===== src/rtl/scsi_phase_pkg.sv =====
package scsi_phase_pkg;

    // {MSG, C/D, I/O}, 1 = asserted
    typedef enum logic [2:0] {
        PH_DOUT = 3'b000,
        PH_DIN  = 3'b001,
        PH_CMD  = 3'b010,
        PH_STAT = 3'b011,
        PH_MOUT = 3'b110,
        PH_MIN  = 3'b111
    } bus_phase_e;

    typedef enum logic [2:0] {
        S_FREE,
        S_MOUT,
        S_CMD,
        S_DATA,
        S_STAT,
        S_MIN,
        S_REL
    } seq_state_e;

    typedef struct packed {
        logic       bsy;
        logic [2:0] ph;
    } bus_ctl_t;

    localparam logic [7:0] MSG_ABORT = 8'h06;

    function automatic int settle_cycles(input int period_ns, input int settle_ns);
        int c;
        c = (settle_ns + period_ns - 1) / period_ns;
        return (c < 1) ? 1 : c;
    endfunction

    function automatic logic phase_legal(input logic [2:0] p);
        return (p != 3'b100) && (p != 3'b101);
    endfunction

endpackage


===== src/rtl/phase_settle_timer.sv =====
module phase_settle_timer #(
    parameter int CYC = 40
) (
    input  logic clk,
    input  logic rst,
    input  logic load,
    output logic settled
);
    localparam int CW = $clog2(CYC + 1);

    logic [CW-1:0] cnt_q;

    always_ff @(posedge clk) begin
        if (rst) begin
            cnt_q <= '0;
        end else if (load) begin
            cnt_q <= CW'(CYC);
        end else if (cnt_q != '0) begin
            cnt_q <= cnt_q - CW'(1);
        end
    end

    assign settled = (cnt_q == '0);


    settle_hold_chk: assert property (@(posedge clk) disable iff (rst)
        load |=> !settled);

endmodule


===== src/rtl/msg_abort_scan.sv =====
module msg_abort_scan #(
    parameter logic [7:0] ABORT_CODE = 8'h06
) (
    input  logic       clk,
    input  logic       rst,
    input  logic       clear,
    input  logic       byte_valid,
    input  logic [7:0] byte_in,
    output logic       abort_seen
);
    logic seen_q;

    always_ff @(posedge clk) begin
        if (rst || clear) begin
            seen_q <= 1'b0;
        end else if (byte_valid && (byte_in == ABORT_CODE)) begin
            seen_q <= 1'b1;
        end
    end

    assign abort_seen = seen_q;


    abort_latch_chk: assert property (@(posedge clk) disable iff (rst)
        (byte_valid && byte_in == ABORT_CODE && !clear) |=> abort_seen);

endmodule


===== src/rtl/scsi_phase_seq.sv =====
module scsi_phase_seq
    import scsi_phase_pkg::*;
#(
    parameter int CLK_PERIOD_NS = 10,
    parameter int SETTLE_NS     = 400,
    parameter int MSG_MAX       = 255,
    parameter int CMD_LEN_W     = 5
) (
    input  logic                 clk,
    input  logic                 rst,
    input  logic                 bus_rst,
    input  logic                 sel_go,
    input  logic                 atn_in,
    input  logic [CMD_LEN_W-1:0] cmd_len,
    input  logic                 data_need,
    input  logic                 data_in_dir,
    input  logic                 data_done,
    input  logic [7:0]           status_byte,
    input  logic [7:0]           msg_byte,
    input  logic                 hs_done,
    input  logic [7:0]           hs_rdata,
    output logic                 bsy_out,
    output logic [2:0]           phase_out,
    output logic                 hs_start,
    output logic [7:0]           hs_wdata,
    output logic                 rx_valid,
    output logic [7:0]           rx_byte,
    output logic                 data_go
);
    localparam int SETTLE_CYC = settle_cycles(CLK_PERIOD_NS, SETTLE_NS);
    localparam int CNT_W      = $clog2(MSG_MAX + 1);
    localparam logic [CNT_W-1:0] MSG_LIM = CNT_W'(MSG_MAX);

    seq_state_e           st_q, st_d;
    bus_ctl_t             ctl_q, ctl_d;
    logic                 busy_q, busy_d;
    logic [CNT_W-1:0]     cnt_q, cnt_d;
    logic [CMD_LEN_W-1:0] len_q, len_d;
    logic                 phase_load, settled, abort_seen, scan_clear;

    assign phase_load = (ctl_d.ph != ctl_q.ph);

    phase_settle_timer #(.CYC(SETTLE_CYC)) u_settle (
        .clk     (clk),
        .rst     (rst),
        .load    (phase_load),
        .settled (settled)
    );

    msg_abort_scan #(.ABORT_CODE(MSG_ABORT)) u_abort (
        .clk        (clk),
        .rst        (rst),
        .clear      (scan_clear),
        .byte_valid (rx_valid && (st_q == S_MOUT)),
        .byte_in    (hs_rdata),
        .abort_seen (abort_seen)
    );

    always_comb begin
        st_d       = st_q;
        ctl_d      = ctl_q;
        busy_d     = busy_q;
        cnt_d      = cnt_q;
        len_d      = len_q;
        hs_start   = 1'b0;
        data_go    = 1'b0;
        rx_valid   = 1'b0;
        scan_clear = 1'b0;
        case (st_q)
            S_FREE: begin
                if (sel_go) begin
                    ctl_d.bsy = 1'b1;
                    cnt_d     = '0;
                    busy_d    = 1'b0;
                    if (atn_in) begin
                        st_d       = S_MOUT;
                        ctl_d.ph   = PH_MOUT;
                        scan_clear = 1'b1;
                    end else begin
                        st_d     = S_CMD;
                        ctl_d.ph = PH_CMD;
                    end
                end
            end
            S_MOUT: begin
                if (busy_q) begin
                    if (hs_done) begin
                        busy_d   = 1'b0;
                        cnt_d    = cnt_q + CNT_W'(1);
                        rx_valid = 1'b1;
                    end
                end else if (settled) begin
                    if (atn_in && (cnt_q < MSG_LIM)) begin
                        hs_start = 1'b1;
                        busy_d   = 1'b1;
                    end else if (abort_seen) begin
                        st_d     = S_REL;
                        ctl_d.ph = PH_DOUT;
                    end else begin
                        st_d     = S_CMD;
                        ctl_d.ph = PH_CMD;
                        cnt_d    = '0;
                    end
                end
            end
            S_CMD: begin
                if (busy_q) begin
                    if (hs_done) begin
                        busy_d   = 1'b0;
                        cnt_d    = cnt_q + CNT_W'(1);
                        rx_valid = 1'b1;
                        if (cnt_q == '0) begin
                            len_d = (cmd_len == '0) ? CMD_LEN_W'(1) : cmd_len;
                        end
                    end
                end else if (settled) begin
                    if ((cnt_q == '0) || (cnt_q < CNT_W'(len_q))) begin
                        hs_start = 1'b1;
                        busy_d   = 1'b1;
                    end else if (data_need) begin
                        st_d     = S_DATA;
                        ctl_d.ph = data_in_dir ? PH_DIN : PH_DOUT;
                    end else begin
                        st_d     = S_STAT;
                        ctl_d.ph = PH_STAT;
                    end
                end
            end
            S_DATA: begin
                if (busy_q) begin
                    if (data_done) begin
                        busy_d   = 1'b0;
                        st_d     = S_STAT;
                        ctl_d.ph = PH_STAT;
                    end
                end else if (settled) begin
                    data_go = 1'b1;
                    busy_d  = 1'b1;
                end
            end
            S_STAT: begin
                if (busy_q) begin
                    if (hs_done) begin
                        busy_d   = 1'b0;
                        st_d     = S_MIN;
                        ctl_d.ph = PH_MIN;
                    end
                end else if (settled) begin
                    hs_start = 1'b1;
                    busy_d   = 1'b1;
                end
            end
            S_MIN: begin
                if (busy_q) begin
                    if (hs_done) begin
                        busy_d   = 1'b0;
                        st_d     = S_REL;
                        ctl_d.ph = PH_DOUT;
                    end
                end else if (settled) begin
                    hs_start = 1'b1;
                    busy_d   = 1'b1;
                end
            end
            S_REL: begin
                ctl_d.bsy = 1'b0;
                st_d      = S_FREE;
            end
            default: begin
                st_d  = S_FREE;
                ctl_d = '0;
            end
        endcase
        if (bus_rst) begin
            st_d     = S_FREE;
            ctl_d    = '0;
            busy_d   = 1'b0;
            hs_start = 1'b0;
            data_go  = 1'b0;
            rx_valid = 1'b0;
        end
    end

    always_ff @(posedge clk) begin
        if (rst) begin
            st_q   <= S_FREE;
            ctl_q  <= '0;
            busy_q <= 1'b0;
            cnt_q  <= '0;
            len_q  <= CMD_LEN_W'(1);
        end else begin
            st_q   <= st_d;
            ctl_q  <= ctl_d;
            busy_q <= busy_d;
            cnt_q  <= cnt_d;
            len_q  <= len_d;
        end
    end

    always_comb begin
        case (st_q)
            S_STAT:  hs_wdata = status_byte;
            S_MIN:   hs_wdata = msg_byte;
            default: hs_wdata = 8'h00;
        endcase
    end

    assign bsy_out   = ctl_q.bsy;
    assign phase_out = ctl_q.ph;
    assign rx_byte   = hs_rdata;

    // Cycles elapsed since the phase lines last moved, saturating.
    localparam int GW = $clog2(SETTLE_CYC + 1);
    logic [2:0]    ph_prev_q;
    logic [GW-1:0] gap_q, age_now;

    assign age_now = (ctl_q.ph != ph_prev_q) ? '0 : gap_q;

    always_ff @(posedge clk) begin
        if (rst) begin
            ph_prev_q <= '0;
            gap_q     <= GW'(SETTLE_CYC);
        end else begin
            ph_prev_q <= ctl_q.ph;
            gap_q     <= (age_now == GW'(SETTLE_CYC)) ? age_now : age_now + GW'(1);
        end
    end


    settle_gap_chk: assert property (@(posedge clk) disable iff (rst)
        (hs_start || data_go) |-> (age_now == GW'(SETTLE_CYC)));


    legal_code_chk: assert property (@(posedge clk) disable iff (rst)
        bsy_out |-> phase_legal(phase_out));


    idle_lines_chk: assert property (@(posedge clk) disable iff (rst)
        !bsy_out |-> (phase_out == 3'b000));


    release_order_chk: assert property (@(posedge clk) disable iff (rst)
        ($fell(bsy_out) && !$past(bus_rst)) |-> ($past(phase_out) == 3'b000));


    bus_reset_chk: assert property (@(posedge clk) disable iff (rst)
        bus_rst |=> (!bsy_out && phase_out == 3'b000));


    no_cmd_after_abort_chk: assert property (@(posedge clk) disable iff (rst)
        (phase_out == 3'b010 && $past(phase_out) == 3'b110) |-> !abort_seen);

endmodule


===== config.mk =====
export PLATFORM = sky130hd
export DESIGN_NAME = scsi_phase_seq
export DESIGN_NICKNAME = d
export VERILOG_FILES = /design/src/rtl/scsi_phase_pkg.sv /design/src/rtl/phase_settle_timer.sv /design/src/rtl/msg_abort_scan.sv /design/src/rtl/scsi_phase_seq.sv
export SDC_FILE = /design/constraint.sdc
export NUM_CORES = 1
export LEC_CHECK = 0
export ABC_AREA = 1
export CORE_MARGIN = 1.5
export CORE_UTILIZATION = 47
export DETAILED_ROUTE_END_ITERATION = 7
export GPL_TIMING_DRIVEN = 0
export PLACE_DENSITY_LB_ADDON = 0.1
export SYNTH_ARGS = -nofsm -noshare
export SYNTH_HDL_FRONTEND = slang
export SYNTH_SLANG_ARGS = --single-unit

===== constraint.sdc =====
create_clock -name clk -period 2.6 [get_ports clk]
set_input_delay 0.52 -clock clk [delete_from_list [all_inputs] [get_ports clk]]
set_output_delay 0.52 -clock clk [all_outputs]
set_load 0.01 [all_outputs]

# --- Word-level counts from Yosys, hierarchy flattened ---
# Index checks and enable logic that the tools add are counted.
word_totals:
  wordCells: 138
  register_bits: 28
op_classes:
  n_lt_le_gt_ge: 2
  muxes: 76
  bitwise_logic: 1
  n_addsub: 2
  n_eq_ne: 25
  n_reduce_logical: 23
op_table:
  columns: ["operator", "count"]
  rows:
  - ["$mux 3", 29]
  - ["$mux 8", 7]
  - ["$ne 2x2->1 const B", 14]
  - ["$mux 1", 26]
  - ["$pmux 8 s3", 1]
  - ["$pmux 3 s7", 1]
  - ["$pmux 3 s6", 1]
  - ["$pmux 8 s2", 1]
  - ["$reduce_and 13->1", 1]
  - ["$mux 6", 2]
  - ["$eq 3x3->1 const B", 3]
  - ["$ne 3x3->1 const B", 3]
  - ["$add 8x1->8 const B", 1]
  - ["$eq 8x3->1 const B", 1]
  - ["$logic_not 8->1", 1]
  - ["$lt 8x5->1", 1]
  - ["$lt 8x8->1 const B", 1]
  - ["$reduce_or 2->1", 4]
  - ["$eq 3x2->1 const B", 2]
  - ["$logic_not 6->1", 1]
  - ["$mux 2", 3]
  - ["$reduce_and 6->1", 1]
  - ["$reduce_bool 6->1", 1]
  - ["$sub 6x1->6 const B", 1]
  - ["other kinds (18)", 22]

# --- Logic depth before layout (Yosys ltp) ---
# Gate-level depths: netlist of the first run.
depth:
  word_depth: 9
  ltp_mapped: 19

# --- Hierarchy ---
# Synthesis of the first run repeated with hierarchy kept, for this count alone.
hier_totals:
  cells_unflattened: 316
  area_unflattened_um2: 2088.3
modules_own_cells:
  columns: ["module", "n_inst", "seq_area_each_um2", "cells_per_inst", "area_each_um2"]
  rows:
  - ["scsi_phase_seq", 1, 420.4, 260, 1677.9]
  - ["phase_settle_timer", 1, 120.1, 39, 321.6]
  - ["msg_abort_scan", 1, 20.0, 17, 88.8]

# --- Worst setup path before layout of the first run ---
# Ideal clock, no wire load.
synth_path:
  path_kind: "reg-to-reg"
  startpoint: "reg u_settle.cnt_q[0]"
  endpoint: "reg u_settle.cnt_q[3]"
  n_path_buf: 0
  setup_slack_ns: 0.709
  required_time_ns: 2.491
  arrival_time_ns: 1.782
  setup_time_ns: 0.109
  path_stages_with_launch: 18
  cell_sequence: "dfxtp_1 -> inv_1 -> ha_1 -> inv_1 -> nor2_2 -> nand3b_2 -> nor2_4 -> nand3_1 -> nand2_1 -> nand3_1 -> nand2_1 -> nand2_1 -> nand2_1 -> nand2_1 -> nand2_1 -> nand4_1 -> nand2_1 -> inv_1"
synth_via:
  elab_chain_len: 7
synth_rtl:
  columns: ["element", "line", "text"]
  rows:
  - ["from (decl)", "phase_settle_timer.sv:11", "logic [CW-1:0] cnt_q;"]
  - ["from (signal assigned)", "phase_settle_timer.sv:17", "cnt_q <= CW'(CYC);"]
  - ["from (signal assigned)", "phase_settle_timer.sv:19", "cnt_q <= cnt_q - CW'(1);"]
  - ["$logic_not 6->1", "phase_settle_timer.sv:23", "assign settled = (cnt_q == '0);"]
  - ["$mux 3, on equally long branches", "scsi_phase_seq.sv:116, scsi_phase_seq.sv:92", null]
  - ["$mux 3, on equally long branches", "scsi_phase_seq.sv:107, scsi_phase_seq.sv:86", null]
  - ["$pmux 3 s7", "scsi_phase_seq.sv:69", "case (st_q)"]
  - ["$mux 3", "scsi_phase_seq.sv:174", "if (bus_rst) begin"]
  - ["$ne 3x3->1", "scsi_phase_seq.sv:41", "assign phase_load = (ctl_d.ph != ctl_q.ph);"]
  - ["$mux 6 or $reduce_bool 2->1 (tied branches)", null, null]
# Parallel ways exist; a longest one is shown, timed or not. The select of a mux whose other input is x is not followed.
# A chain may end at the register's enable or synchronous reset.

# --- Final worst setup path of the first run ---
layout_path:
  startpoint: "reg st_q[2]"
  endpoint: "out rx_valid"
layout_via:
  elab_chain_len: 4
layout_rtl:
  columns: ["element", "line", "text"]
  rows:
  - ["from (decl)", "scsi_phase_seq.sv:34", "seq_state_e st_q, st_d;"]
  - ["from (signal assigned)", "scsi_phase_seq.sv:192", "st_q <= st_d;"]
  - ["$eq 3x1->1 or $eq 3x2->1 (tied branches)", "scsi_phase_seq.sv:69", null]
  - ["$reduce_or 2->1 (no source line) *", null, null]
  - ["$mux 1 *", null, null]
  - ["$mux 1 *", "scsi_phase_seq.sv:174", null]
  - ["to (decl)", "scsi_phase_seq.sv:26", "output logic rx_valid,"]
# Mark *: on every way between the ends. The rest lies on a longest branch, timed or not.

==> metrics list, run 1 <==
- Total detailed-routing wirelength: 5.58 mm
- CTS buffer count: 3
- Cell leakage power: 0.00126 µW
* Clock skew after layout: 1.28 ps
- Sorting the synthesized cells by area gives the leading types as sky130_fd_sc_hd__dfxtp_1 28%, sky130_fd_sc_hd__nand2_1 15%, sky130_fd_sc_hd__inv_1 8.1%, sky130_fd_sc_hd__nor2_1 6.8%, sky130_fd_sc_hd__nand3_1 5.7%.
- The number of antenna violations at the first check in global routing was 0.
- Internal power comes to 1060 µW.
- After synthesis, the mean cell area works out to 6.27 µm².
- Unique cell type count in the Yosys netlist: 36
* Max-capacitance violation count: 0
- Count of routing violations after the opening detailed-route iteration: 154
- RSZ-0062 raised after global routing: false
- Static timing analysis puts the maximum clock frequency at 400 MHz.
- X dimension of the die: 68.7 µm
* Die outline height: 68.7 µm
* Vias in the first global route: 2083
- CTS tree: built
* Placement row count: 23
* Pins Over Slew Limit: 0
- Transition time at the pin with the least slew margin: 399 ps
- Overflow left after global routing: 0
- In the finished design, the share of the clock period the worst path needs comes to 96.2%.
* Start-to-end type of the worst setup path: reg -> out
* Global placement routability congestion: 0.969
- Worst-case clock buffer depth: 2
* Post-synth top area share: 27.6%
- For this design, the sink count on the clock tree is 28.
- In the final layout, the multi-input gates occupy 1240 µm².
* Synth Cell Area: 2030 µm²
- Detailed placement ended at an HPWL of 4.13 mm.
- After clock tree synthesis, the clock-pin slew on the worst setup and hold paths is 100 ps.
* Number of endpoints with negative hold slack in the final report: 0
- Filler Cells Inserted: 344
* # nets final: 439
- The first detailed-routing pass ran for 6 iterations.
- Flip-flop and latch count after synthesis: 28
* Routed length per placed instance: 12.6 µm
* NetSw: 756 µW
* IO Count: 61
- Filler-free cell count of the finished design: 443
- The clock reaches the later pin of the worst-skew pair after 280 ps.
- Area leader, netlist: sky130_fd_sc_hd__dfxtp_1
- Count of yosys warnings during synthesis: 0
- After synthesis, the share of flip-flops with an asynchronous set or reset is 0%.
* Worst hold slack across all endpoints: 476 ps
- Primary FF master, synth: sky130_fd_sc_hd__dfxtp_1
* Fraction of the yosys area taken by sequential cells: 27.6%
- Total power: 1820 µW
* Critical-path top delay cell: sky130_fd_sc_hd__clkdlybuf4s50_1
- Entering global routing, the biggest net connects 17 pins.
* Number of enable flip-flop cells after synthesis: 0
- Power per Cell Area: 642 nW/µm²
* Number of cells produced by synthesis: 324
- Diode count: 0
- The area growth from synthesis to layout is 39.8%.
- For this run, the slowest stage of the critical path takes 540 ps.
* Sequential Area: 567 µm²
- In this run the number of H-tree levels came out at 1.
* Relative slew slack: 73.4%
- The finished cells cover 2840 µm².
* Worst EP arrival: 1980 ps
- The run finished with clean final reports.
* Total number of vias: 2419
* Most common cell after layout, fill and taps aside: sky130_fd_sc_hd__nand2_1
- Count of placed standard cells including taps: 434
* Area after detailed placement: 2690 µm²
- The cell sitting at the root of the clock tree is a sky130_fd_sc_hd__clkbuf_8.
* Remaining antenna violation count after routing: 0
* Worst hold-check path type: reg -> reg
- Final setup violating endpoints: 0
* Area of the core: 4090 µm²
- The cell family contributing the most delay on the critical path is buffers and inverters.
* Most frequent cells in the layout: 80 x sky130_fd_sc_hd__nand2_1, 57 x sky130_fd_sc_hd__clkdlybuf4s50_1, 44 x sky130_fd_sc_hd__inv_1
- The worst setup path is captured at a primary output.
* Post-layout minimum cycle time: 2500 ps
* Share of power burned in the clock network: 19.6%
- DIE AREA: 4720 µm²
- Across every metal layer, demand over resource in global routing totals 23.8%.
- STA classifies the critical path startpoint as a flop.
- Comb pwr share: 50.0%
- IR Drop Worst-Case VDD: 0.000403 V
* Critical path buffers and inverters: 4
- Endpoint required time on the critical path: 2080 ps
* Share of post-route cells with drive strength above 1: 12.5%
* Detail-routed via count per cell: 5.46
- In the routed design, unresolved DRC markers number 0.
* Flop pwr share: 30.4%
* Switching share of power: 41.5%
- Critical Path, Cell by Cell: inv_1 -> nand2_2 -> nor2_4 -> inv_2 -> nand2_2 -> nand3_1 -> inv_1 -> clkdlybuf4s50_1
* Count of buffers inserted at the top-level ports: 60
* Starting density of the core: 49.7%
- First-pass GRT wire length: 8.69 mm
- Worst-path fanout max: 6
* Net count of the mapped netlist: 369
- Buffers inserted to repair hold after CTS numbered 0.
==> Yosys cell counts, drive strengths merged (2+ instances only) <==
cell,n
nor2,41
inv,50
a32oi,2
nand4,10
nor3,4
clkinv,2
nand2,86
ha,7
a21oi,21
buf,8
o21ai,23
nor4,2
xor2,3
a211oi,3
nand3,23
o2111ai,2
dfxtp,28
==> tightest hold or removal path: stages (launching register included) <==
cell	delay (ps)
sky130_fd_sc_hd__dfxtp_1	320
sky130_fd_sc_hd__nand2_1	60
sky130_fd_sc_hd__a21oi_1	60
==> per-layer routing <==
| metal | track usage [%] | share of wire (%) | vias to the layer above | routed length [µm] |
|---|---|---|---|---|
| met5 | 0 | 0 | - | 0 |
| met4 | 8.58 | 3.2 | 0 | 177 |
| met3 | 4.71 | 8.8 | 26 | 489 |
| met2 | 39.9 | 46 | 114 | 2560 |
| met1 | 30.2 | 42 | 1087 | 2350 |
| li1 | - | - | 1192 | - |
==> state kept, by name, summed over array words and instances (netlist names) <==
signal / cells
u_abort.abort_seen: 1
st_q: 3
len_q: 5
bsy_out: 1
phase_out: 3
busy_q: 1
u_settle.cnt_q: 6
cnt_q: 8
==> worst paths after layout <==
kind	start	to	slack, ps	cells after the start
worst max register to register	u_settle.cnt_q[0]	u_settle.cnt_q[1]	330	17
worst max-delay path	st_q[2]	rx_valid	100	8
worst min register to register	bsy_out	bsy_out	480	2
worst min-delay path	bsy_out	bsy_out	480	2
==> metrics by stage <==
stage	setup WS, ps	setup TNS (ps)	utilization [%]
floorplan	709	0	-
global placement	-18.6	-18.6	65.9
detailed placement	-23.5	-23.5	65.9
CTS	58.6	0	68.2
global route	16.1	0	69.5
finish	98.5	0	69.5
==> power groups by stage <==
stage	Sequential [µW]	Clock (µW)	Combinational (µW)
after floorplan	545	0	589
after global placement	552	0	788
after detailed placement	556	0	806
after CTS	550	358	862
after global routing	563	372	1020
final	554	356	911
==> what timing repair did <==
item                                    in CTS  in global routing
pin swaps                                    1                  2
endpoints found under the setup margin       3                 10
setup buffers                                1                  4
gates resized for setup                      8                  8
==> area by class of cell <==
cell class,count,share of cell area [%]
Buffer,9,2.25
Clock buffer,3,1.45
Clock inverter,1,1.06
Inverter,52,7.01
Multi-Input combinational cell,235,43.7
Sequential cell,28,20.0
Tap cell,50,2.20
Timing Repair Buffer,65,22.4
==> kinds of logic after synthesis <==
logic type / share of synthesized area, %
flip-flops: 27.6
adder cells (fa/ha/maj): 4.31
XOR/XNOR: 1.73
AO/OA/AOI/OAI: 16.5
AND/OR/NAND/NOR: 37.2
buffers and inverters: 12.8
(Power assumes the default switching activity.)
==> run 2: changes to the inputs <==
--- a/config.mk
+++ b/config.mk
@@ -6,11 +6,13 @@
 export NUM_CORES = 1
 export LEC_CHECK = 0
 export ABC_AREA = 1
-export CORE_MARGIN = 1.5
+export CORE_MARGIN = 8
 export CORE_UTILIZATION = 47
 export DETAILED_ROUTE_END_ITERATION = 7
+export GPL_ROUTABILITY_DRIVEN = 0
 export GPL_TIMING_DRIVEN = 0
 export PLACE_DENSITY_LB_ADDON = 0.1
+export SLEW_MARGIN = 40
 export SYNTH_ARGS = -nofsm -noshare
 export SYNTH_HDL_FRONTEND = slang
 export SYNTH_SLANG_ARGS = --single-unit
==> run 2 against run 1 <==
Sequential power is essentially flat. Sequential share of layout area down 0.088 points. Power shrank 1.6%. Wire length grew 2.2%. Combinational power decreased by 2.2%. Maximum frequency up 2.7%. Via count fell by 5.0%. Critical path depth up 4. Design area did not move. Hold slack got worse by 2.4 ps. Global-route usage shrank 6.5 points. Critical path type unchanged. Critical endpoint is now hs_start.
==> metrics list, run 2 (synthesis results as in run 1) <==
- Outcome: finished, final reports clean
- The floorplan die area was 6680 µm² (+41%).
- The library cells used most frequently in the layout, excluding fill and tap cells, are 81 x sky130_fd_sc_hd__nand2_1, 57 x sky130_fd_sc_hd__clkdlybuf4s50_1, 44 x sky130_fd_sc_hd__inv_1.
* Pin count of the biggest net entering global routing: 17 (unchanged)
* Count of unresolved DRC violations after routing: 0 (unchanged)
- Worst hold-check path type: reg -> reg
- CTS hold repair buffers: 0 (unchanged)
- In this run the worst setup path begins at len_q[3].
* First-pass iteration count of the detailed router: 4 (-2)
- The source-to-sink clock delay at the later pin of the worst-skew pair came to 280 ps (about the same).
- IR Drop Worst-Case VDD: 0.000361 V (-10%)
- Clock root buffer: sky130_fd_sc_hd__clkbuf_8
* Initial antenna violation count: 0 (unchanged)
- The sum of negative setup slack was 0 ps (unchanged).
- The synthesis-to-layout area growth was 39.8% (unchanged).
- First-pass GRT wire length: 9.43 mm (+8.4%)
- The count of filler cells inserted in the layout is 414 (+20%).
* Total GRT Usage: 17.3% (-6.5 points)
- The count of inserted antenna diode cells was 0 (unchanged).
- Pins Over Slew Limit: 0 (unchanged)
- The largest stage delay on the critical path is 320 ps (-220 ps).
- Counting stages on the worst path, the most repeated cell is sky130_fd_sc_hd__nand2_1.
* Count of routing violations after the opening detailed-route iteration: 160 (+3.9%)
- The critical path arrival came to 1920 ps (-60 ps).
- The power per unit of standard cell area came to 631 nW/µm² (-1.6%).
- Critical Path, Cell by Cell: inv_1 -> ha_1 -> nand2_1 -> inv_1 -> nand2_1 -> nand2_1 -> nand2_1 -> nand2_1 -> nand2_1 -> a21oi_1 -> a21oi_1 -> clkdlybuf4s15_1
- The buffer depth of the longest clock path came to 2 (unchanged).
* CTS tree: built
* Share of the core filled with cells: 66.6% (-2.9 points)
- Placement row count: 24 (+4.3%)
* Relative slew slack: 73.3% (-0.12 points)
- X dimension of the die: 81.7 µm (+19%)
- Vias in the first global route: 2203 (+5.8%)
* Total number of vias: 2299 (-5.0%)
* Die outline height: 81.7 µm (+19%)
* Kind of start point of the critical path: flop
- The number of CTS-inserted buffers came to 3 (unchanged).
* Transition time at the pin with the least slew margin: 401 ps (+1.73 ps)
- Worst hold slack across all endpoints: 473 ps (-2.43 ps)
- Detail-routed via count per cell: 5.15 (-5.6%)
- The number of nets with antenna violations after routing came to 0 (unchanged).
* Flip-flop count of the largest register after layout: 8 (unchanged)
* RSZ-0062 raised after global routing: false
- The total overflow reported by the global router is 0 (unchanged).
- The worst path buffer plus inverter count is 3 (-1).
- Largest registers: cnt_q (8), u_settle.cnt_q (6), len_q (5)
- IO Count: 61 (unchanged)
- CTS H-Tree Depth: 1 (unchanged)
- Start-to-end type of the worst setup path: reg -> out
* Area of the core: 4260 µm² (+4.3%)
- Design area: 2840 µm² (unchanged)
- Total clock sinks: 28 (unchanged)
- The leakage power figure was 0.00128 µW (+1.7%).
- Clock skew after layout: 5.86 ps (+4.58 ps)
- Achievable frequency: 411 MHz (+2.7%)
- Most common cell after layout, fill and taps aside: sky130_fd_sc_hd__nand2_1
* Startpoint of the worst-slack reg-to-reg timing path: u_settle.cnt_q[0]
- The time the final worst path needs with I/O delays and setup came to 2440 ps (-66.2 ps).
- The total area of sequential cells is 564 µm² (-0.44%).
- Number of endpoints with negative hold slack in the final report: 0 (unchanged)
- Portion of the clock cycle consumed by the worst path in the final layout: 93.7% (-2.5 points)
* Area after detailed placement: 2700 µm² (about the same)
- DP HPWL: 4.60 mm (+11%)
- Among cell families on the critical path, the largest total delay comes from simple AND/OR/NAND/NOR gates.
* # nets final: 440 (+0.23%)
* Starting density of the core: 47.6% (-2.1 points)
- The share of final-layout standard cells stronger than drive strength 1 was 11.7% (-0.79 points).
- The clock-pin transition on the worst setup and hold timing paths is 100 ps (about the same).
- Multi-input gate area in the final layout: 1230 µm² (-0.91%)
- Endpoint kind of the worst setup timing path: primary output
- The total wire length came to 5.70 mm (+2.2%).
- Critical hold path startpoint: len_q[3]
- Worst-path fanout max: 3 (-3)
- The average routed wire per standard cell was 12.8 µm (+1.5%).
* Endpoint required time on the critical path: 2080 ps (about the same)
- Register name with the most flops: cnt_q
- Final setup violating endpoints: 0 (unchanged)
* Max-capacitance violation count: 0 (unchanged)
- The quantity of I/O buffers inserted on ports came to 60 (unchanged).
- For this design, the slowest cell found on the critical path is sky130_fd_sc_hd__dfxtp_1.
==> run 2: final timing paths <==
kind / end / slack [ps] / depth (start not counted)
worst min-delay path: len_q[3] / 470 / 2
worst min register to register: len_q[3] / 470 / 2
worst max register to register: u_settle.cnt_q[4] / 310 / 17
worst max-delay path: hs_start / 160 / 12
==> run 2: timing repair <==
action	4_1_cts	5_1_grt
pin swaps	2	1
setup buffers	2	4
gates resized for setup	6	5
hold endpoints to repair	0	0
setup endpoints to repair	2	5
==> run 2: layer usage <==
layer / track usage (%) / vias up / wire length, µm
met3: 3.72 / 14 / 498
li1: - / 1190 / -
met2: 29.5 / 105 / 2620
met5: 0 / - / 0
met4: 6.49 / 0 / 132
met1: 20.6 / 990 / 2450
==> run 2: through the flow <==
| step | std cells | total power (µW) | worst slack [ps] |
|---|---|---|---|
| after floorplan | 324 | 1130 | 709 |
| after global placement | 436 | 1340 | -22.9 |
| after detailed placement | 436 | 1360 | -24.0 |
| after CTS | 442 | 1760 | 34.7 |
| after global routing | 446 | 1930 | 1.85 |
| final | 446 | 1790 | 165 |
==> run 2: area by class of cell <==
class	count	share of cell area, %
repair buffers	66	22.8
clock buffers	3	1.45
flip-flops and latches	28	19.9
well taps	52	2.29
clock inverters	1	1.06
inverters	52	7.01
multi-input cells	235	43.3
plain buffers	9	2.25
==> run 2: worst reg2reg max path, stage by stage, from the launching register on <==
cell	delay, ps
sky130_fd_sc_hd__dfxtp_1	310
sky130_fd_sc_hd__inv_1	100
sky130_fd_sc_hd__ha_1	180
sky130_fd_sc_hd__inv_1	80
sky130_fd_sc_hd__nor2_4	140
sky130_fd_sc_hd__nand3b_4	170
sky130_fd_sc_hd__nor2_4	150
sky130_fd_sc_hd__buf_4	150
sky130_fd_sc_hd__nand3_1	120
sky130_fd_sc_hd__nand2_1	120
sky130_fd_sc_hd__nand3_1	70
sky130_fd_sc_hd__nand2_1	60
sky130_fd_sc_hd__nand2_1	60
sky130_fd_sc_hd__nand2_1	80
sky130_fd_sc_hd__nand2_1	60
sky130_fd_sc_hd__nand2_1	130
sky130_fd_sc_hd__nand4_2	150
sky130_fd_sc_hd__nor2_1	130
==> run 2: report_power, final <==
group          total, µW  internal [µW]  leakage (µW)  switching [µW]
combinational        891            363       0.00102             527
clock                350            206     0.0000357             144
sequential           551            491      0.000229            59.3
==> run 3: changes to the inputs <==
--- a/config.mk
+++ b/config.mk
@@ -6,8 +6,8 @@
 export NUM_CORES = 1
 export LEC_CHECK = 0
 export ABC_AREA = 1
-export CORE_MARGIN = 8
-export CORE_UTILIZATION = 47
+export CORE_MARGIN = 2
+export CORE_UTILIZATION = 43
 export DETAILED_ROUTE_END_ITERATION = 7
 export GPL_ROUTABILITY_DRIVEN = 0
 export GPL_TIMING_DRIVEN = 0
==> constraint.sdc (replaced) <==
create_clock -name clk -period 2 [get_ports clk]
set_input_delay 0.4 -clock clk [delete_from_list [all_inputs] [get_ports clk]]
set_output_delay 0.4 -clock clk [all_outputs]
set_load 0.01 [all_outputs]
==> run 3 against run 2 <==
The flow now finishes with violations (negative setup slack). Sequential share of layout area down 2.3 points. Power rose by 66%. Worst setup slack worse by 300 ps. Largest cell class unchanged.
==> metrics list, run 3 (synthesis results as in run 1) <==
- Starting density of the core: 43.9% (-3.8 points)
* Routed length per placed instance: 13.3 µm (+3.8%)
- The floorplan die area came to 5290 µm² (-21%).
- Relative slew slack: 76.4% (+3.1 points)
* Met3 Wirelength: 508 µm (+2.0%)
* Final worst-path setup slack: -137 ps (-302 ps)
* Routed length on met2: 3.14 mm (+20%)
- Most common cell type on the critical path: sky130_fd_sc_hd__nand2_2
- The number of setup violations in the final report was 10 (+10).
* First-pass iteration count of the detailed router: 5 (+1)
- Worst hold-check path type: reg -> reg
- Cell leakage power: 0.00151 µW (+18%)
* CTS H-Tree Depth: 1 (unchanged)
* Endpoint required time on the critical path: 1600 ps (-480 ps)
- Area of the core: 4630 µm² (+8.6%)
- Die outline height: 72.7 µm (-11%)
* # nets final: 475 (+8.0%)
* Power per Cell Area: 881 nW/µm² (+40%)
- Among all stages on the critical path, the largest delay is contributed by sky130_fd_sc_hd__dfxtp_4.
* Insertion delay to the later sink of the worst-skew pair: 290 ps (about the same)
- Total clock sinks: 28 (unchanged)
- STA classifies the critical path startpoint as a flop.
- The share of final-layout standard cells stronger than drive strength 1 came to 35.4% (+24 points).
* Placement row count: 25 (+4.2%)
- Portion of the clock cycle consumed by the worst path in the final layout: 107%
* IR Drop Worst-Case VDD: 0.000442 V (+22%)
- DP HPWL: 4.26 mm (-7.6%)
* Transition time at the pin with the least slew margin: 354 ps (-47.5 ps)
* Start-to-end type of the worst setup path: reg -> out
- The largest fanout of any net on the critical path was 3 (unchanged).
- The flip-flop count of the largest register after layout is 8 (unchanged).
- Area after detailed placement: 2700 µm² (about the same)
* Clock root buffer: sky130_fd_sc_hd__clkbuf_8
- The total overflow reported by the global router is 0 (unchanged).
* Remaining antenna violation count after routing: 0 (unchanged)
* First-pass GRT wire length: 10.1 mm (+6.9%)
* Register name with the most flops: cnt_q
* Total detailed-routing wirelength: 6.41 mm (+12%)
* Total number of vias: 2574 (+12%)
- CTS buffer count: 3 (unchanged)
- The overall global routing resource usage is 23.2% (+5.9 points).
* Initial antenna violation count: 0 (unchanged)
* X dimension of the die: 72.7 µm (-11%)
* CTS hold repair buffers: 0 (unchanged)
- Number of endpoints with negative hold slack in the final report: 0 (unchanged)
- Design area: 3370 µm² (+19%)
- Violations in the final reports: negative setup slack
* Count of buffers inserted at the top-level ports: 60 (unchanged)
- TritonCTS built the clock tree.
- Max Used Layer: met4
- The remaining design rule violation count was 0 (unchanged).
* Post-layout minimum cycle time: 2140 ps
- The largest registers in the layout are cnt_q (8), u_settle.cnt_q (6), len_q (5).
- Pins Over Slew Limit: 0 (unchanged)
* Endpoint kind of the worst setup timing path: primary output
- The met1 wire length is 2.59 mm (+5.8%).
* Max-capacitance violation count: 0 (unchanged)
- The largest stage delay on the critical path is 370 ps (+50 ps).
- The initial DRC count is 154 (-3.8%).
* Clock skew after layout: 11.3 ps (+5.43 ps)
- The number of global-route vias before repair came to 2424 (+10%).
- The critical path arrival came to 1740 ps (-180 ps).
- The area growth from synthesis to layout is 66.1%.
- The clock-pin transition on the worst setup and hold timing paths was 100 ps (about the same).
- Setup repair after global routing could not meet its margin everywhere.
- The total power draw came to 2970 µW (+66%).
* Critical Path, Cell by Cell: ha_4 -> nand2_2 -> nand2_2 -> nand2_1 -> nand2_1 -> nand2_2 -> nand2_2 -> nand2_2 -> a21oi_2 -> a21oi_1 -> buf_2
- In the layout the commonest cells are 64 x sky130_fd_sc_hd__nand2_1, 48 x sky130_fd_sc_hd__clkdlybuf4s50_1, 41 x sky130_fd_sc_hd__buf_4.
* IO Count: 61 (unchanged)
* Worst-case clock buffer depth: 2 (unchanged)
* Most common cell after layout, fill and taps aside: sky130_fd_sc_hd__nand2_1
- The detail-routed via count per cell came to 5.33 (+3.4%).
- The count of inserted antenna diode cells came to 0 (unchanged).
- Timing would allow up to 468 MHz.
* Pin count of the biggest net entering global routing: 16 (-1)
* Outcome: finished, violations left
run 3: cell type report:
| type | instances | area, µm² |
|---|---|---|
| Multi-Input combinational cell | 235 | 1470 |
| Fill cell | 373 | 1260 |
| Timing Repair Buffer | 100 | 908 |
| Tap cell | 54 | 67.6 |
| Inverter | 52 | 208 |
| Timing Repair inverter | 1 | 7.51 |
| Clock buffer | 4 | 55.1 |
| Buffer | 9 | 67.6 |
| Sequential cell | 28 | 594 |
run 3: path summary, 6_finish.rpt:
kind	end	startpoint	depth (start not counted)	slack (ps)
min reg2reg	len_q[4]	len_q[4]	2	480
max reg2reg	u_settle.cnt_q[2]	cnt_q[2]	16	-100
max	hs_start	cnt_q[1]	11	-140
min	len_q[4]	len_q[4]	2	480
run 3: per-layer routing:
layer	vias up	track usage (%)
met3	17	4.42
li1	1267	-
met2	122	40.5
met1	1168	27.9
met5	-	0
met4	0	9.05
run 3: power by group:
part | internal, µW | switching [µW] | total (µW)
Combinational | 899 | 976 | 1880
Sequential | 645 | 90.3 | 735
Clock | 177 | 183 | 360
Total | 1720 | 1250 | 2970
run 3: through the flow:
step                      instances  hold slack, ps  setup TNS, ps  util (%)  setup slack [ps]
after floorplan                 324             433              0         -               109
after global placement          438             452          -5450      58.3              -456
after detailed placement        438             453          -5800      58.3              -485
after CTS                       469             476           -227      67.0             -92.3
after global routing            483             501          -2710      72.9              -252
final                           483             477           -787      72.9              -137
run 3: what timing repair did:
item                       4_1_cts  5_1_grt
gates cloned                     1        0
setup endpoints to repair       25       26
pin swaps                       21       34
gates resized for setup         72       59
buffers inserted                26       14
run 3: worst max-delay path: cells and delay by family (launching register included):
| family | cells | cell delay [ps] |
|---|---|---|
| compound gates | 2 | 270 |
| fa+ha+maj | 1 | 260 |
| buf+inv | 1 | 140 |
| simple gates | 7 | 430 |
| flops | 1 | 370 |
